**config.mk**
```make
export PLATFORM = sky130hd
export DESIGN_NAME = thermal_cfg_slave
export DESIGN_NICKNAME = d
export VERILOG_FILES = /design/src/rtl/tcs_pkg.sv /design/src/rtl/tcs_access_check.sv /design/src/rtl/tcs_reg_bank.sv /design/src/rtl/thermal_cfg_slave.sv
export SDC_FILE = /design/constraint.sdc
export NUM_CORES = 1
export LEC_CHECK = 0
export BUFFER_PORTS_ARGS = -buffer_cell sky130_fd_sc_hd__buf_2
export CAP_MARGIN = 10
export CORE_MARGIN = 2
export CORE_UTILIZATION = 54
export CTS_CLUSTER_DIAMETER = 120
export CTS_CLUSTER_SIZE = 8
export DETAILED_ROUTE_END_ITERATION = 8
export GPL_TIMING_DRIVEN = 0
export PLACE_DENSITY = 0.75
export SLEW_MARGIN = 20
export SYNTH_ARGS = -nofsm -noshare
export SYNTH_HDL_FRONTEND = slang
export SYNTH_SLANG_ARGS = --single-unit
```
**constraint.sdc**
```tcl
create_clock -name clk -period 1.18 [get_ports clk]
set_input_delay 0.236 -clock clk [delete_from_list [all_inputs] [get_ports clk]]
set_output_delay 0.236 -clock clk [all_outputs]
set_load 0.01 [all_outputs]
```
**src/rtl/tcs_pkg.sv**
```systemverilog
package tcs_pkg;
  localparam int ID_W   = 3;
  localparam int INFO_W = ID_W + 1;

  typedef struct packed {
    logic            sup;
    logic [ID_W-1:0] id;
  } req_attr_t;

  typedef enum logic [1:0] {
    RSP_OK        = 2'b00,
    RSP_DENY_PRIV = 2'b01,
    RSP_DENY_ID   = 2'b10,
    RSP_RSVD      = 2'b11
  } rsp_code_e;
endpackage

```
**src/rtl/tcs_access_check.sv**
```systemverilog
module tcs_access_check
  import tcs_pkg::*;
#(
  parameter int                ADDR_W     = 3,
  parameter int                NUM_LIMIT  = 4,
  parameter logic [2**ID_W-1:0] ALLOW_MASK = 8'b0000_0101
) (
  input  logic              is_write,
  input  logic [ADDR_W-1:0] addr,
  input  req_attr_t         attr,
  output logic              grant,
  output rsp_code_e         code
);
  localparam logic [ADDR_W:0] LIM = NUM_LIMIT[ADDR_W:0];

  logic guarded;
  logic id_listed;

  always_comb begin
    guarded   = is_write && ({1'b0, addr} < LIM);
    id_listed = ALLOW_MASK[attr.id];
    if (!guarded)       code = RSP_OK;
    else if (!attr.sup) code = RSP_DENY_PRIV;
    else if (!id_listed) code = RSP_DENY_ID;
    else                code = RSP_OK;
    grant = (code == RSP_OK);
  end
endmodule

```
**src/rtl/tcs_reg_bank.sv**
```systemverilog
module tcs_reg_bank #(
  parameter int              DATA_W    = 16,
  parameter int              ADDR_W    = 3,
  parameter int              NUM_LIMIT = 4,
  parameter logic [DATA_W-1:0] LIMIT_RST = 16'h0055
) (
  input  logic              clk,
  input  logic              rst_n,
  input  logic              wr_en,
  input  logic [ADDR_W-1:0] wr_addr,
  input  logic [DATA_W-1:0] wr_data,
  input  logic [ADDR_W-1:0] rd_addr,
  output logic [DATA_W-1:0] rd_data
);
  localparam int NUM_REGS = 2**ADDR_W;

  logic [NUM_REGS-1:0][DATA_W-1:0] q, q_nxt;

  always_comb begin
    q_nxt = q;
    if (wr_en) q_nxt[wr_addr] = wr_data;
  end

  always_ff @(posedge clk or negedge rst_n) begin
    if (!rst_n) begin
      for (int i = 0; i < NUM_REGS; i++)
        q[i] <= (i < NUM_LIMIT) ? LIMIT_RST : '0;
    end else if (wr_en) begin
      q <= q_nxt;
    end
  end

  assign rd_data = q[rd_addr];

  // storage moves only on an enabled write
  p_hold_without_write_r6: assert property (@(posedge clk) disable iff (!rst_n)
    !wr_en |=> $stable(q));
endmodule

```
**src/rtl/thermal_cfg_slave.sv**
```systemverilog
module thermal_cfg_slave
  import tcs_pkg::*;
#(
  parameter int                 DATA_W     = 16,
  parameter int                 ADDR_W     = 3,
  parameter int                 NUM_LIMIT  = 4,
  parameter logic [2**ID_W-1:0] ALLOW_MASK = 8'b0000_0101,
  parameter logic [DATA_W-1:0]  LIMIT_RST  = 16'h0055
) (
  input  logic              clk,
  input  logic              rst_n,
  input  logic              req_valid,
  input  logic              req_write,
  input  logic [ADDR_W-1:0] req_addr,
  input  logic [DATA_W-1:0] req_wdata,
  input  logic [INFO_W-1:0] req_info,
  output logic              rsp_valid,
  output logic [DATA_W-1:0] rsp_rdata,
  output logic [1:0]        rsp_info
);
  localparam logic [ADDR_W:0] LIM = NUM_LIMIT[ADDR_W:0];

  req_attr_t         attr;
  logic              grant;
  rsp_code_e         code;
  logic              wr_en;
  logic [DATA_W-1:0] rd_data;

  logic              rsp_valid_nxt;
  logic [DATA_W-1:0] rsp_rdata_nxt;
  rsp_code_e         rsp_code_q, rsp_code_nxt;
  logic              rsp_en;

  assign attr  = req_attr_t'(req_info);
  assign wr_en = req_valid && req_write && grant;

  tcs_access_check #(
    .ADDR_W(ADDR_W), .NUM_LIMIT(NUM_LIMIT), .ALLOW_MASK(ALLOW_MASK)
  ) u_check (
    .is_write(req_write), .addr(req_addr), .attr(attr),
    .grant(grant), .code(code)
  );

  tcs_reg_bank #(
    .DATA_W(DATA_W), .ADDR_W(ADDR_W), .NUM_LIMIT(NUM_LIMIT), .LIMIT_RST(LIMIT_RST)
  ) u_bank (
    .clk(clk), .rst_n(rst_n), .wr_en(wr_en), .wr_addr(req_addr),
    .wr_data(req_wdata), .rd_addr(req_addr), .rd_data(rd_data)
  );

  always_comb begin
    rsp_valid_nxt = req_valid;
    rsp_code_nxt  = req_valid ? code : RSP_OK;
    rsp_rdata_nxt = (req_valid && !req_write && grant) ? rd_data : '0;
    rsp_en        = req_valid || rsp_valid;
  end

  always_ff @(posedge clk or negedge rst_n) begin
    if (!rst_n) begin
      rsp_valid  <= 1'b0;
      rsp_rdata  <= '0;
      rsp_code_q <= RSP_OK;
    end else begin
      rsp_valid <= rsp_valid_nxt;
      if (rsp_en) begin
        rsp_rdata  <= rsp_rdata_nxt;
        rsp_code_q <= rsp_code_nxt;
      end
    end
  end

  assign rsp_info = rsp_code_q;

  p_rsp_follows_req_r2: assert property (@(posedge clk) disable iff (!rst_n)
    req_valid |=> rsp_valid);
  p_no_spurious_rsp_r2: assert property (@(posedge clk) disable iff (!rst_n)
    !req_valid |=> !rsp_valid);
  p_read_granted_r3: assert property (@(posedge clk) disable iff (!rst_n)
    (req_valid && !req_write) |=> (rsp_info == RSP_OK));
  p_user_limit_write_r5: assert property (@(posedge clk) disable iff (!rst_n)
    (req_valid && req_write && !req_info[INFO_W-1] && ({1'b0, req_addr} < LIM))
      |=> (rsp_info == RSP_DENY_PRIV));
  p_write_no_data_r9: assert property (@(posedge clk) disable iff (!rst_n)
    (req_valid && req_write) |=> (rsp_rdata == '0));
  p_no_reserved_code_r9: assert property (@(posedge clk) disable iff (!rst_n)
    rsp_valid |-> (rsp_info != RSP_RSVD));
endmodule

```
Yosys cells after proc, flatten, opt, wreduce, memory -nomap -nowiden
Memory sizes are Yosys's and may differ from the RTL's.
Cells that the tools add are included.
{"block": "classes", "magnitude_cmp": 4, "reduce_logical": 9, "mux": 11}
{"operator": "bitwise mux 128 bit", "count": 1}
{"operator": "binary-select mux 16 bit (select 3 bit)", "count": 1}
{"operator": "demux 16 bit (select 3 bit)", "count": 1}
{"operator": "2-to-1 mux 16 bit", "count": 3}
{"operator": "less-than comparator 3 x 4 -> 1 bit, second input constant", "count": 2}
{"operator": "2-to-1 mux 2 bit", "count": 4}
{"operator": "logical AND 1 bit", "count": 6}
{"operator": ">= comparator 3 x 1 -> 1 bit, second input constant", "count": 1}
{"operator": "less-than comparator 3 bit, second input constant", "count": 1}
{"operator": "logical NOT 2 bit", "count": 1}
{"operator": "logical NOT 1 bit", "count": 1}
{"operator": "logical OR 1 bit", "count": 1}
{"operator": "2-to-1 mux 1 bit", "count": 1}
{"block": "word_totals", "rom_bits": 8, "memories": 1, "regBits": 147, "out_inout_bits": 19, "inputBits": 27}
{"memory": "(no name shown)", "depth": 8, "word_bits": 1, "rd": 1, "rd_clocked_by_memory_dff": 0, "write_ports": 0, "line_no": "tcs_access_check.sv:21", "source": "id_listed = ALLOW_MASK[attr.id];"}

Logic depth before layout (Yosys ltp)
Gate-level depths: netlist (run 1).
{"block": "depth", "word_depth": 8, "ltp_mapped": 7, "ltp_nobuf": 4}

By module
Synthesis (run 1) repeated with hierarchy kept, for this count alone.
{"block": "unflattened", "hier_cells": 386, "hier_area_um2": 6741.5}
{"mod": "tcs_reg_bank", "n_inst": 1, "cells_each": 336, "area_per_inst_um2": 5949.5}
{"mod": "thermal_cfg_slave", "n_inst": 1, "cells_each": 45, "area_per_inst_um2": 750.7}
{"mod": "tcs_access_check", "n_inst": 1, "cells_each": 5, "area_per_inst_um2": 41.3}

Least setup slack after synthesis (run 1)
Ideal clock, no wire load.
{"block": "synth_timing", "kind": "input to register", "from": "in req_addr[0]", "to": "reg u_bank.q[69] (netlist bit)", "setup_time_ps": 125, "required_ps": 1055, "stages": 5, "path_buffers": 2, "setup_slack_ps": -375, "t_arrival_ps": 1430, "cell_sequence": "or2_2 -> buf_2 -> nor2_2 -> buf_4 -> mux2_2"}
{"block": "synth_between", "elab_chain_cells": 5, "elab_cells_between_ends": 11}
{"element": "start, declared", "line_no": "thermal_cfg_slave.sv:14", "source": "input logic [ADDR_W-1:0] req_addr,"}
{"element": "less-than comparator 3 x 4 -> 1 bit (implied by the code), or another cell as far along", "line_no": "tcs_reg_bank.sv:21", "source": "if (wr_en) q_nxt[wr_addr] = wr_data;"}
{"element": "logical AND 1 bit (on tied branches)", "line_no": "tcs_reg_bank.sv:21, tcs_access_check.sv:20"}
{"element": "2-to-1 mux 16 bit (implied by the code) / 2-to-1 mux 2 bit (equally long branches)", "line_no": "tcs_reg_bank.sv:21, tcs_access_check.sv:22"}
{"element": "demux 16 bit (select 3 bit) / logical NOT 2 bit (equally long branches)"}
{"element": "bitwise mux 128 bit / logical AND 1 bit (equally long branches)", "line_no": "tcs_reg_bank.sv:21, thermal_cfg_slave.sv:35"}
{"element": "end signal, assigned by index", "line_no": "tcs_reg_bank.sv:27", "source": "q[i] <= (i < NUM_LIMIT) ? LIMIT_RST : '0;"}
{"element": "end signal, assigned", "line_no": "tcs_reg_bank.sv:29", "source": "q <= q_nxt;"}
{"element": "end, declared", "line_no": "tcs_reg_bank.sv:17", "source": "logic [NUM_REGS-1:0][DATA_W-1:0] q, q_nxt;"}
Parallel ways exist; a longest one is shown, timed or not.
A chain may end at the register's enable or synchronous reset.

Worst setup path in the final report (run 1)
{"block": "layout_timing", "from": "reg u_bank.q[93] (netlist bit)", "to": "reg rsp_rdata[13]"}
{"block": "layout_between", "elab_chain_cells": 3}
{"element": "binary-select mux 16 bit (select 3 bit)", "line_no": "tcs_reg_bank.sv:33", "source": "assign rd_data = q[rd_addr];"}
{"element": "2-to-1 mux 16 bit (implied by the code)", "line_no": "tcs_reg_bank.sv:33"}
{"element": "2-to-1 mux 16 bit", "line_no": "thermal_cfg_slave.sv:54", "source": "rsp_rdata_nxt = (req_valid && !req_write && grant) ? rd_data : '0;"}
{"element": "end signal, assigned", "line_no": "thermal_cfg_slave.sv:66", "source": "rsp_rdata <= rsp_rdata_nxt;"}
{"element": "end, declared", "line_no": "thermal_cfg_slave.sv:18", "source": "output logic [DATA_W-1:0] rsp_rdata,"}
No other way between the ends. The select of a mux whose other input is x is not followed.

==> results.md, run 1 <==
* Area share of the largest cell type after synthesis at approximately half
* Die X at around 110 um
* Clock Power Share at a little under two fifths
* Vias in the first global route at a little under 5000
* Clk slew on worst S/H paths at around 0.06 ns
* First-pass GRT wire length at 26860 um
* Min-delay src: req_valid
* Via count at ~4600
* Syn_area_per_cell at 13.53 um^2
* Setup slack, reg-to-reg at -0.06 ns
* FF-to-FF End: rsp_rdata[13]$_DFFE_PN0P_
* Number of routed nets with antenna violations at 0
* Area occupied by multi-input gates at about 3200 um^2
* Placed Instance Area at 7497 um^2
* Critical path peak fanout at 2
* Worst Path Required at 1.48 ns
* Switching Share at between 20% and 30%
* H-tree depth at 4
* Yosys reg bits at between 100 and 150
* GRT Overall Usage at ~28%
* Min setup slack post-route at -0.05867 ns
* DR WL/cell at 23.22 um
* Slew @ Worst Pin at slightly above 0.7 ns
* Endpoints failing hold at 0
* WS Path Type: flop to flop
* Max cap viols at 0
* Seq/Total Area, Yosys at ~56%
* LEAKAGE at 0.004150 uW
* Synth unique cells at slightly above 40
* Violated checks: setup timing
* Clock skew at approximately 0.006 ns
* 1st-iter DRT viols at ~250
* DRC at 0
* Worst setup SP type: flop
* Layout Nets at approximately 630
* Fmax at between 0.8 and 0.9 GHz
* Synth area leaders: dfrtp_1, mux2_2, dfstp_2
* Total gr overflow at 0
* Storage cell area at around 3700 um^2
* Top-count cell post-synth: mux2_2
* Die Area at between 10000 and 15000 um^2
* Clk_lat worst skew at between 0.4 and 0.5 ns
* Post-Syn Nets at between 500 and 600
* Clk root buf: clkbuf_16
* Via density at about 6
* Post-synth EDFFs at 0
* Hold path depth at 2
* Setup crit end kind: flop
* Hpwl dp at 10400 um
* Period utilization at 105.0%
* Floorplan row count at 40
* Layout cells sized above 1 at between 50% and 60%
* Clk sinks at ~150
* Final wirelength at 17740 um
* Antenna Cells at 0
* VDD IR-drop max at ~1 mV
* Internal at slightly above 10000 uW
* RSZ-0062 raised after global routing: yes
* Slew Limit Fails at 0
* IO Pins at 46
* GP Congestion at approximately 0.79
* Fin Setup TNS at -0.3289 ns
* Synth warn at 0
* Part of the power in registers at between 40% and 50%
* Slew HR at 51.62%
* FF-to-FF Start: u_bank.q[93]$_DFFE_PN0P_
* P_sw at 3292 uW
* PD cells at 1549 nW/um^2
* Dpl cells at around 680
* CTS tree: yes
* Comb pwr share at approximately 17%
* Largest net degree at the start of global routing at around 90
* Hold Crit Endpoint: rsp_info[0]$_DFFE_PN0P_
* Clock Path Buffers at 2
* Worst r2r path cells at 3
* Top FF cell, synth: dfrtp_1
* Fin Hold WS at 0.1238 ns
* # port buffers at between 40 and 50
* Area delta synth->final at 32.48%
* Core Util, Final at around three quarters
* Layout fillers at 787
* Drt pass-1 iters at 4
* CP Data Arrival Time at around 1.5 ns
* TritonCTS buffer count at 17
* Top cells by count, synth: mux2_2, dfrtp_1, o21ai_0
* Area leader, netlist: dfrtp_1
* HP Class: input pin to flop
* Initial core utilization at between 50 and 60%
* Final instance area at between 8000 and 9000 um^2
* Post-Syn Area at between 6000 and 7000 um^2
* Core ar. at roughly 12000 um^2
* Outcome: finished, violations left
* Layout Cells excl Fill at approximately 760
* # setup viols final at 19
* Die Y at between 100 and 150 um
* Final Critical Period at around 1.2 ns
* Post-synth ARST share at between 90% and 100%
* Initial antenna violation count at 0
* Syn Inst Count at approximately 500
worst max-delay path by stage:
stage / from / end / cells after the start
after floorplan: req_addr[0] / u_bank.q[69]$_DFFE_PN0P_ / 5
after global placement: rst_n / u_bank.q[89]$_DFFE_PN0P_ / 1
after detailed placement: req_addr[2] / rsp_rdata[7]$_DFFE_PN0P_ / 6
after CTS: u_bank.q[93]$_DFFE_PN0P_ / rsp_rdata[13]$_DFFE_PN0P_ / 3
after global routing: u_bank.q[93]$_DFFE_PN0P_ / rsp_rdata[13]$_DFFE_PN0P_ / 3
final: u_bank.q[93]$_DFFE_PN0P_ / rsp_rdata[13]$_DFFE_PN0P_ / 3
per-layer routing:
metal / track usage (%) / routed length [um] / share of wire [%]
met3: 5.664 / 894 / 5.0
met2: 45.09 / 8596 / 48
met1: 37.56 / 7625 / 43
met4: 10.41 / 621 / 3.5
met5: 0 / 0 / 0
state kept, by name, summed over array words and instances (netlist names):
signal and cells:
rsp_info 2, u_bank.q 128, rsp_rdata 16, rsp_valid 1
cells by family after synthesis:
kind of cell    Yosys count  synth area share, %
mux                     166                28.45
compound gates           65                6.506
flops                   147                55.91
simple gates             81                6.771
buf+inv                  30                2.364
cell type report:
cell class	count	share of cell area (%)
buffer	26	3.484
clock buffer	26	5.697
clock inverter	5	0.5711
inverter	1	0.04283
multi-input combinational	312	36.45
sequential	147	42.20
tap	147	2.099
timing repair buffer	100	9.452
critical path, stage by stage, from the launching register on:
cell      delay, ns
dfrtp_1        0.38
mux4_2         0.49
o221ai_2       0.18
nand2_1        0.07
timing repair:
item / in CTS / in global routing
endpoints found under the setup margin: 123 / 165
pin swaps: 7 / 16
hold endpoints to repair: 48 / 0
buffers inserted: 33 / 18
resized for setup: 40 / 25
gates cloned: 2 / 1
hold buffers: 2 / 0
power groups by stage:
stage          clock network (uW)  logic [uW]  registers, uW
4_1_cts                      5100        2110           6200
2_1_floorplan                   0        1440           6170
3_5_place_dp                    0        1970           6270
3_3_place_gp                    0        1890           6220
5_1_grt                      5340        2440           6290
6_report                     5070        2270           6230
stage by stage:
| step | power (uW) | setup WS (ns) |
|---|---|---|
| after CTS | 13400 | -0.06285 |
| after global placement | 8107 | -2.108 |
| final | 13570 | -0.05867 |
| after floorplan | 7607 | -0.2333 |
| after detailed placement | 8237 | -0.8322 |
| after global routing | 14080 | -0.1316 |
cell usage in the layout, fill, tap and decap left out, types with 5 or more instances in the layout:
master	count
a22o_1	7
and2_1	6
buf_12	10
buf_2	41
buf_4	47
buf_6	13
buf_8	5
clkbuf_1	6
clkbuf_16	18
dfrtp_1	131
dfstp_2	16
mux2_2	95
mux2_4	51
mux2i_1	17
nand2_1	19
nor2_1	11
nor2b_1	7
nor3_2	5
o21ai_0	15
o22ai_2	8
(Power assumes the default switching activity.)
==> run 2: changes to the inputs <==
--- a/config.mk
+++ b/config.mk
@@ -14,6 +14,7 @@
 export DETAILED_ROUTE_END_ITERATION = 8
 export GPL_TIMING_DRIVEN = 0
 export PLACE_DENSITY = 0.75
+export SKIP_CTS_REPAIR_TIMING = 1
 export SLEW_MARGIN = 20
 export SYNTH_ARGS = -nofsm -noshare
 export SYNTH_HDL_FRONTEND = slang
==> results.md, run 2 (synthesized netlist as in run 1, its figures left out) <==
* Drt pass-1 iters at 5 (+1)
* DR WL/cell at 23.02 um (-0.83%)
* Clock skew at 0.003590 ns (-0.002416 ns)
* Area delta synth->final at 32.51% (about the same)
* CP Data Arrival Time at 1.58 ns (+0.04 ns)
* GP Congestion at 0.7884 (unchanged)
* Die X at 114.7 um (unchanged)
* RSZ-0062 raised after global routing: yes
* Slew @ Worst Pin at 0.7283 ns (+0.002607 ns)
* WS Path Type: input pin to flop
* CP max stage cell: mux2_2
* Layout fillers at 759 (-3.6%)
* Period utilization at 108.3% (+3.4 points)
* Layout cells sized above 1 at 56.66% (-1.4 points)
* Cell mode on critical path: buf_12
* Outcome: finished, violations left
* Clk slew on worst S/H paths at 0.06 ns (about the same)
* CP top delay family: buffers and inverters
* CP bufs+invs at 4 (+4)
* Antenna Cells at 0 (unchanged)
* Endpoints failing hold at 47 (+47)
* HP Class: input pin to asynchronous set/reset pin
* Initial core utilization at 55.30% (unchanged)
* GRT Overall Usage at 26.59% (-1.3 points)
* IO Pins at 46 (unchanged)
* Via count at 4613 (+0.33%)
* Min setup slack post-route at -0.09832 ns (-0.03966 ns)
* CTS tree: yes
* FF-to-FF Start: u_bank.q[67]$_DFFE_PN0P_
* # setup viols final at 66 (+47)
* Clock Path Buffers at 2 (unchanged)
* Dpl ws at -0.8322 ns (unchanged)
* Fin Hold WS at -0.2550 ns (-0.3788 ns)
* Slew HR at 51.34% (-0.27 points)
* H-tree depth at 4 (unchanged)
* Critical path origin: req_addr[2]
* Max incr delay on CP at 0.27 ns (-0.22 ns)
* Clk_lat worst skew at 0.42 ns (about the same)
* Dpl cells at 681 (unchanged)
* LEAKAGE at 0.004155 uW (+0.11%)
* Largest Register: u_bank.q
* Worst path depth at 8 (+5)
* Slew Limit Fails at 0 (unchanged)
* Via density at 6.046 (+0.46%)
* Setup crit end kind: flop
* Clk root buf: clkbuf_16
* Most frequent cells in the layout: dfrtp_1, mux2_2, mux2_4
* Hpwl dp at 10400 um (unchanged)
* Violated checks: hold timing, setup timing
* # port buffers at 44 (unchanged)
* Total gr overflow at 0 (unchanged)
* Number of routed nets with antenna violations at 0 (unchanged)
* Largest net degree at the start of global routing at 92 (unchanged)
* Worst setup SP type: input pin
* Worst r2r path cells at 3 (unchanged)
* TritonCTS buffer count at 17 (unchanged)
* Max cap viols at 0 (unchanged)
* Floorplan row count at 40 (unchanged)
* Final wirelength at 17570 um (-0.96%)
* Layout Nets at 631 (-0.16%)
* Worst Path Required at 1.48 ns (about the same)
* Layout Cells excl Fill at 763 (-0.13%)
* Clk sinks at 147 (unchanged)
* DRC at 0 (unchanged)
* PD cells at 1533 nW/um^2 (-1.0%)
* Vias in the first global route at 4618 (-3.9%)
* Critical path peak fanout at 6 (+4)
* Initial antenna violation count at 0 (unchanged)
* Largest register FFs at 128 (unchanged)
* 1st-iter DRT viols at 207 (-18%)
* Commonest non-fill, non-tap cell in the layout: dfrtp_1
* VDD IR-drop max at 1.020 mV (-0.57%)
* First-pass GRT wire length at 25650 um (-4.5%)
* Cell Chain, Critical Path: buf_12, nand4b_4, nor3_4, buf_6, buf_12, nand2_8, clkbuf_16, mux2_2
* Core ar. at 11960 um^2 (unchanged)
* Final Critical Period at 1.278 ns (+0.03966 ns)
* Fmax at 0.7823 GHz (-3.1%)
* Die Y at 114.7 um (unchanged)
* Die Area at 13150 um^2 (unchanged)
* Fin Setup TNS at -2.649 ns (-2.320 ns)
## run 2: path summary, 6_finish.rpt
check                                           end  slack, ns
setup / recovery           u_bank.q[30]$_DFFE_PN0P_       -0.1
hold / removal              rsp_info[1]$_DFFE_PN0P_      -0.25
setup reg to reg           rsp_rdata[3]$_DFFE_PN0P_      -0.07
hold reg to reg            rsp_rdata[5]$_DFFE_PN0P_       0.48
max in group asynchronous  u_bank.q[54]$_DFFE_PN1P_       0.61
min in group clk            rsp_info[0]$_DFFE_PN0P_       0.12
## run 2: layout make-up
cell class | count | area, um^2 | share of cell area (%)
buffer | 29 | 367.9 | 4.196
clock buffer | 26 | 499.2 | 5.695
clock inverter | 5 | 50.05 | 0.5709
inverter | 1 | 3.754 | 0.04282
multi-input combinational | 312 | 3163 | 36.08
sequential | 147 | 3699 | 42.19
tap | 147 | 183.9 | 2.098
timing repair buffer | 96 | 799.5 | 9.121
## run 2: layer usage
metal	routed length (um)	track usage, %	up-vias
met5	0	0	-
met4	433	9.919	0
met3	731	5.241	26
met2	8625	42.84	145
met1	7775	35.95	2430
li1	-	-	2012
## run 2: worst register-to-register path, stage by stage, from the launching register on
cell	delay, ns
dfrtp_1	0.38
or3_1	0.31
a21boi_0	0.30
o41ai_1	0.13
## run 2: per-stage QoR
step	power, uW	hold slack (ns)	cell area, um^2	utilization [%]
finish	13430	-0.2550	8766	73.28
detailed placement	8237	0.1965	7497	62.68
global route	13940	-0.2255	8766	73.28
CTS	13280	-0.2456	8046	67.27
global placement	8107	0.4573	7460	62.36
floorplan	7607	-0.05959	7056	-
## run 2: where the power goes
part | total, uW | internal, uW | switching, uW | leakage (uW)
Combinational | 2150 | 1280 | 867 | 0.00202
Clock | 5050 | 3100 | 1960 | 0.000274
Sequential | 6230 | 5810 | 419 | 0.00186
==> run 3: changes to the inputs <==
--- a/config.mk
+++ b/config.mk
@@ -8,12 +8,13 @@
 export BUFFER_PORTS_ARGS = -buffer_cell sky130_fd_sc_hd__buf_2
 export CAP_MARGIN = 10
 export CORE_MARGIN = 2
-export CORE_UTILIZATION = 54
+export CORE_UTILIZATION = 56
+export CTS_BUF_LIST = sky130_fd_sc_hd__clkbuf_8
 export CTS_CLUSTER_DIAMETER = 120
 export CTS_CLUSTER_SIZE = 8
 export DETAILED_ROUTE_END_ITERATION = 8
 export GPL_TIMING_DRIVEN = 0
-export PLACE_DENSITY = 0.75
+export PLACE_DENSITY = 0.78
 export SKIP_CTS_REPAIR_TIMING = 1
 export SLEW_MARGIN = 20
 export SYNTH_ARGS = -nofsm -noshare
==> constraint.sdc (replaced) <==
create_clock -name clk -period 1.18 [get_ports clk]
set_input_delay 0.118 -clock clk [delete_from_list [all_inputs] [get_ports clk]]
set_output_delay 0.118 -clock clk [all_outputs]
set_load 0.01 [all_outputs]
==> results.md, run 3 (synthesized netlist as in run 1, its figures left out) <==
* GRT busiest layer: met2
* CP top delay family: multiplexers
* DR WL/cell at 22.84 um (-0.80%)
* Die Area at 12700 um^2 (-3.4%)
* Number of routed nets with antenna violations at 0 (unchanged)
* CP Data Arrival Time at 1.59 ns (about the same)
* Vias in the first global route at 4568 (-1.1%)
* Hpwl dp at 10440 um (+0.35%)
* Internal at 8626 uW (-15%)
* Period utilization at 105.6% (-2.7 points)
* Area occupied by multi-input gates at 3030 um^2 (-4.2%)
* Endpoints failing hold at 1 (-98%)
* Initial core utilization at 57.69% (+2.4 points)
* Slew HR at 54.16% (+2.8 points)
* Max cap viols at 0 (unchanged)
* Initial antenna violation count at 0 (unchanged)
* Storage cell area at 3699 um^2 (unchanged)
* Min setup slack post-route at -0.06645 ns (+0.03187 ns)
* CP bufs+invs at 0 (-4)
* WS Path Type: flop to flop
* Clock skew at 0.01207 ns (+0.008485 ns)
* CP max stage cell: mux4_2
* Slew Limit Fails at 0 (unchanged)
* Fmax at 0.8023 GHz (+2.6%)
* Max incr delay on CP at 0.49 ns (+0.22 ns)
* Clk root buf: clkbuf_8
* # setup viols final at 5 (-92%)
* Via count at 4448 (-3.6%)
* Layout cells sized above 1 at 53.61% (-3.0 points)
* Final Critical Period at 1.246 ns (-0.03187 ns)
* Critical path peak fanout at 2 (-4)
* HP Class: input pin to flop
* TritonCTS buffer count at 17 (unchanged)
* Worst Path Required at 1.52 ns (+0.04 ns)
* H-tree depth at 4 (unchanged)
* Cell Chain, Critical Path: mux4_2, o221ai_2, nand2_1
* Part of the power in registers at 53.2% (+6.8 points)
* Via density at 6.135 (+1.5%)
* PD cells at 1463 nW/um^2 (-4.6%)
* Comb pwr share at 16.9% (+0.9 points)
* Core ar. at 11470 um^2 (-4.1%)
* Dpl cells at 677 (-0.59%)
* Largest net degree at the start of global routing at 91 (-1.1%)
* VDD IR-drop max at 0.9859 mV (-3.4%)
* Largest Register: u_bank.q
* Met2 Use GR at 42.24% (-0.60 points)
* Die X at 112.7 um (-1.7%)
* Grt met3 use at 6.102% (+0.86 points)
* Total gr overflow at 0 (unchanged)
* IO Pins at 46 (unchanged)
* Clk sinks at 147 (unchanged)
* GRT Overall Usage at 27.36% (+0.77 points)
* Clk_lat worst skew at 0.46 ns (+0.04 ns)
* Fin Hold WS at -0.01824 ns (+0.2368 ns)
* Slew @ Worst Pin at 0.6861 ns (-0.04221 ns)
* Drt pass-1 iters at 5 (unchanged)
* Clock Power Share at 29.8% (-7.8 points)
* # port buffers at 44 (unchanged)
* Setup crit end kind: flop
* GP Congestion at 0.8231 (+4.4%)
* First-pass GRT wire length at 25550 um (-0.41%)
* Commonest non-fill, non-tap cell in the layout: dfrtp_1
* Layout Nets at 599 (-5.1%)
* Antenna Cells at 0 (unchanged)
* RSZ-0062 raised after global routing: yes
* Floorplan row count at 39 (-2.5%)
* Clk slew on worst S/H paths at 0.08 ns (+0.02 ns)
* Layout Cells excl Fill at 725 (-5.0%)
* CTS tree: yes
* Switching Share at 25.86% (+1.7 points)
* Met1 GRT Util at 37.37% (+1.4 points)
* P_sw at 3009 uW (-7.2%)
* Final wirelength at 16560 um (-5.7%)
* Most frequent cells in the layout: dfrtp_1, mux2_2, buf_2
* Layout fillers at 796 (+4.9%)
* Outcome: finished, violations left
* 1st-iter DRT viols at 345 (+67%)
* Violated checks: hold timing, setup timing
* Largest register FFs at 128 (unchanged)
* Area delta synth->final at 20.24%
* DRC at 0 (unchanged)
* Die Y at 112.7 um (-1.7%)
* Worst setup SP type: flop
* Clock Path Buffers at 2 (unchanged)
* LEAKAGE at 0.003734 uW (-10%)
==> run 3: cell count changes in the layout (fill, tap and decap cells not counted), sizes merged <==
cell	change
dlygate4sd3	+6
clkinvlp	+1
inv	+4
clkbuf	-9
buf	-36
==> run 3: path summary, 6_finish.rpt <==
path,startpoint,end,slack [ns],cells after the start
hold reg to reg,rsp_rdata[11]$_DFFE_PN0P_,rsp_rdata[11]$_DFFE_PN0P_,0.48,2
setup / recovery,u_bank.q[93]$_DFFE_PN0P_,rsp_rdata[13]$_DFFE_PN0P_,-0.07,3
max in group asynchronous,rst_n,u_bank.q[123]$_DFFE_PN0P_,0.23,3
hold / removal,req_info[2],rsp_info[1]$_DFFE_PN0P_,-0.02,3
setup reg to reg,u_bank.q[93]$_DFFE_PN0P_,rsp_rdata[13]$_DFFE_PN0P_,-0.07,3
min in group asynchronous,rst_n,u_bank.q[19]$_DFFE_PN0P_,0.18,2
==> run 3: layer usage <==
metal	vias up	wire (um)
li1	1954	-
met1	2328	7322
met2	138	8011
met3	28	869
met4	0	354
met5	-	0
==> run 3: area by class of cell <==
class                      instances  share of cell area [%]
sequential                       147                   46.50
multi-input combinational        312                   38.10
timing repair buffer              64                   5.411
buffer                            29                   3.492
clock buffer                      19                   3.288
tap                              143                   2.249
clock inverter                    10                  0.9124
inverter                           1                 0.04719
==> run 3: worst reg2reg max path, delay by kind of cell, from the launching register on <==
family / cells / cell delay [ns]
AOI/OAI and AO/OA: 1 / 0.19
and+or+nand+nor: 1 / 0.08
DFF: 1 / 0.38
muxes: 1 / 0.49
==> run 3: power groups by stage <==
stage	clock, uW	sequential, uW	combinational [uW]
6_report	3470	6190	1970
5_1_grt	3760	6270	2120
3_5_place_dp	0	6270	1810
3_3_place_gp	0	6200	1730
2_1_floorplan	0	6160	1280
4_1_cts	3510	6180	1820
==> run 3: through the flow <==
stage | setup WS (ns) | total power [uW] | cell area, um^2 | util (%) | setup TNS (ns)
6_report | -0.06645 | 11630 | 7954 | 69.36 | -0.2053
4_1_cts | -0.6231 | 11510 | 7622 | 66.47 | -10.30
3_3_place_gp | -1.944 | 7928 | 7251 | 63.23 | -331.38
2_1_floorplan | -0.1163 | 7442 | 6852 | - | -3.481
5_1_grt | -0.1246 | 12160 | 7954 | 69.36 | -0.6165
3_5_place_dp | -0.8781 | 8080 | 7288 | 63.56 | -63.93
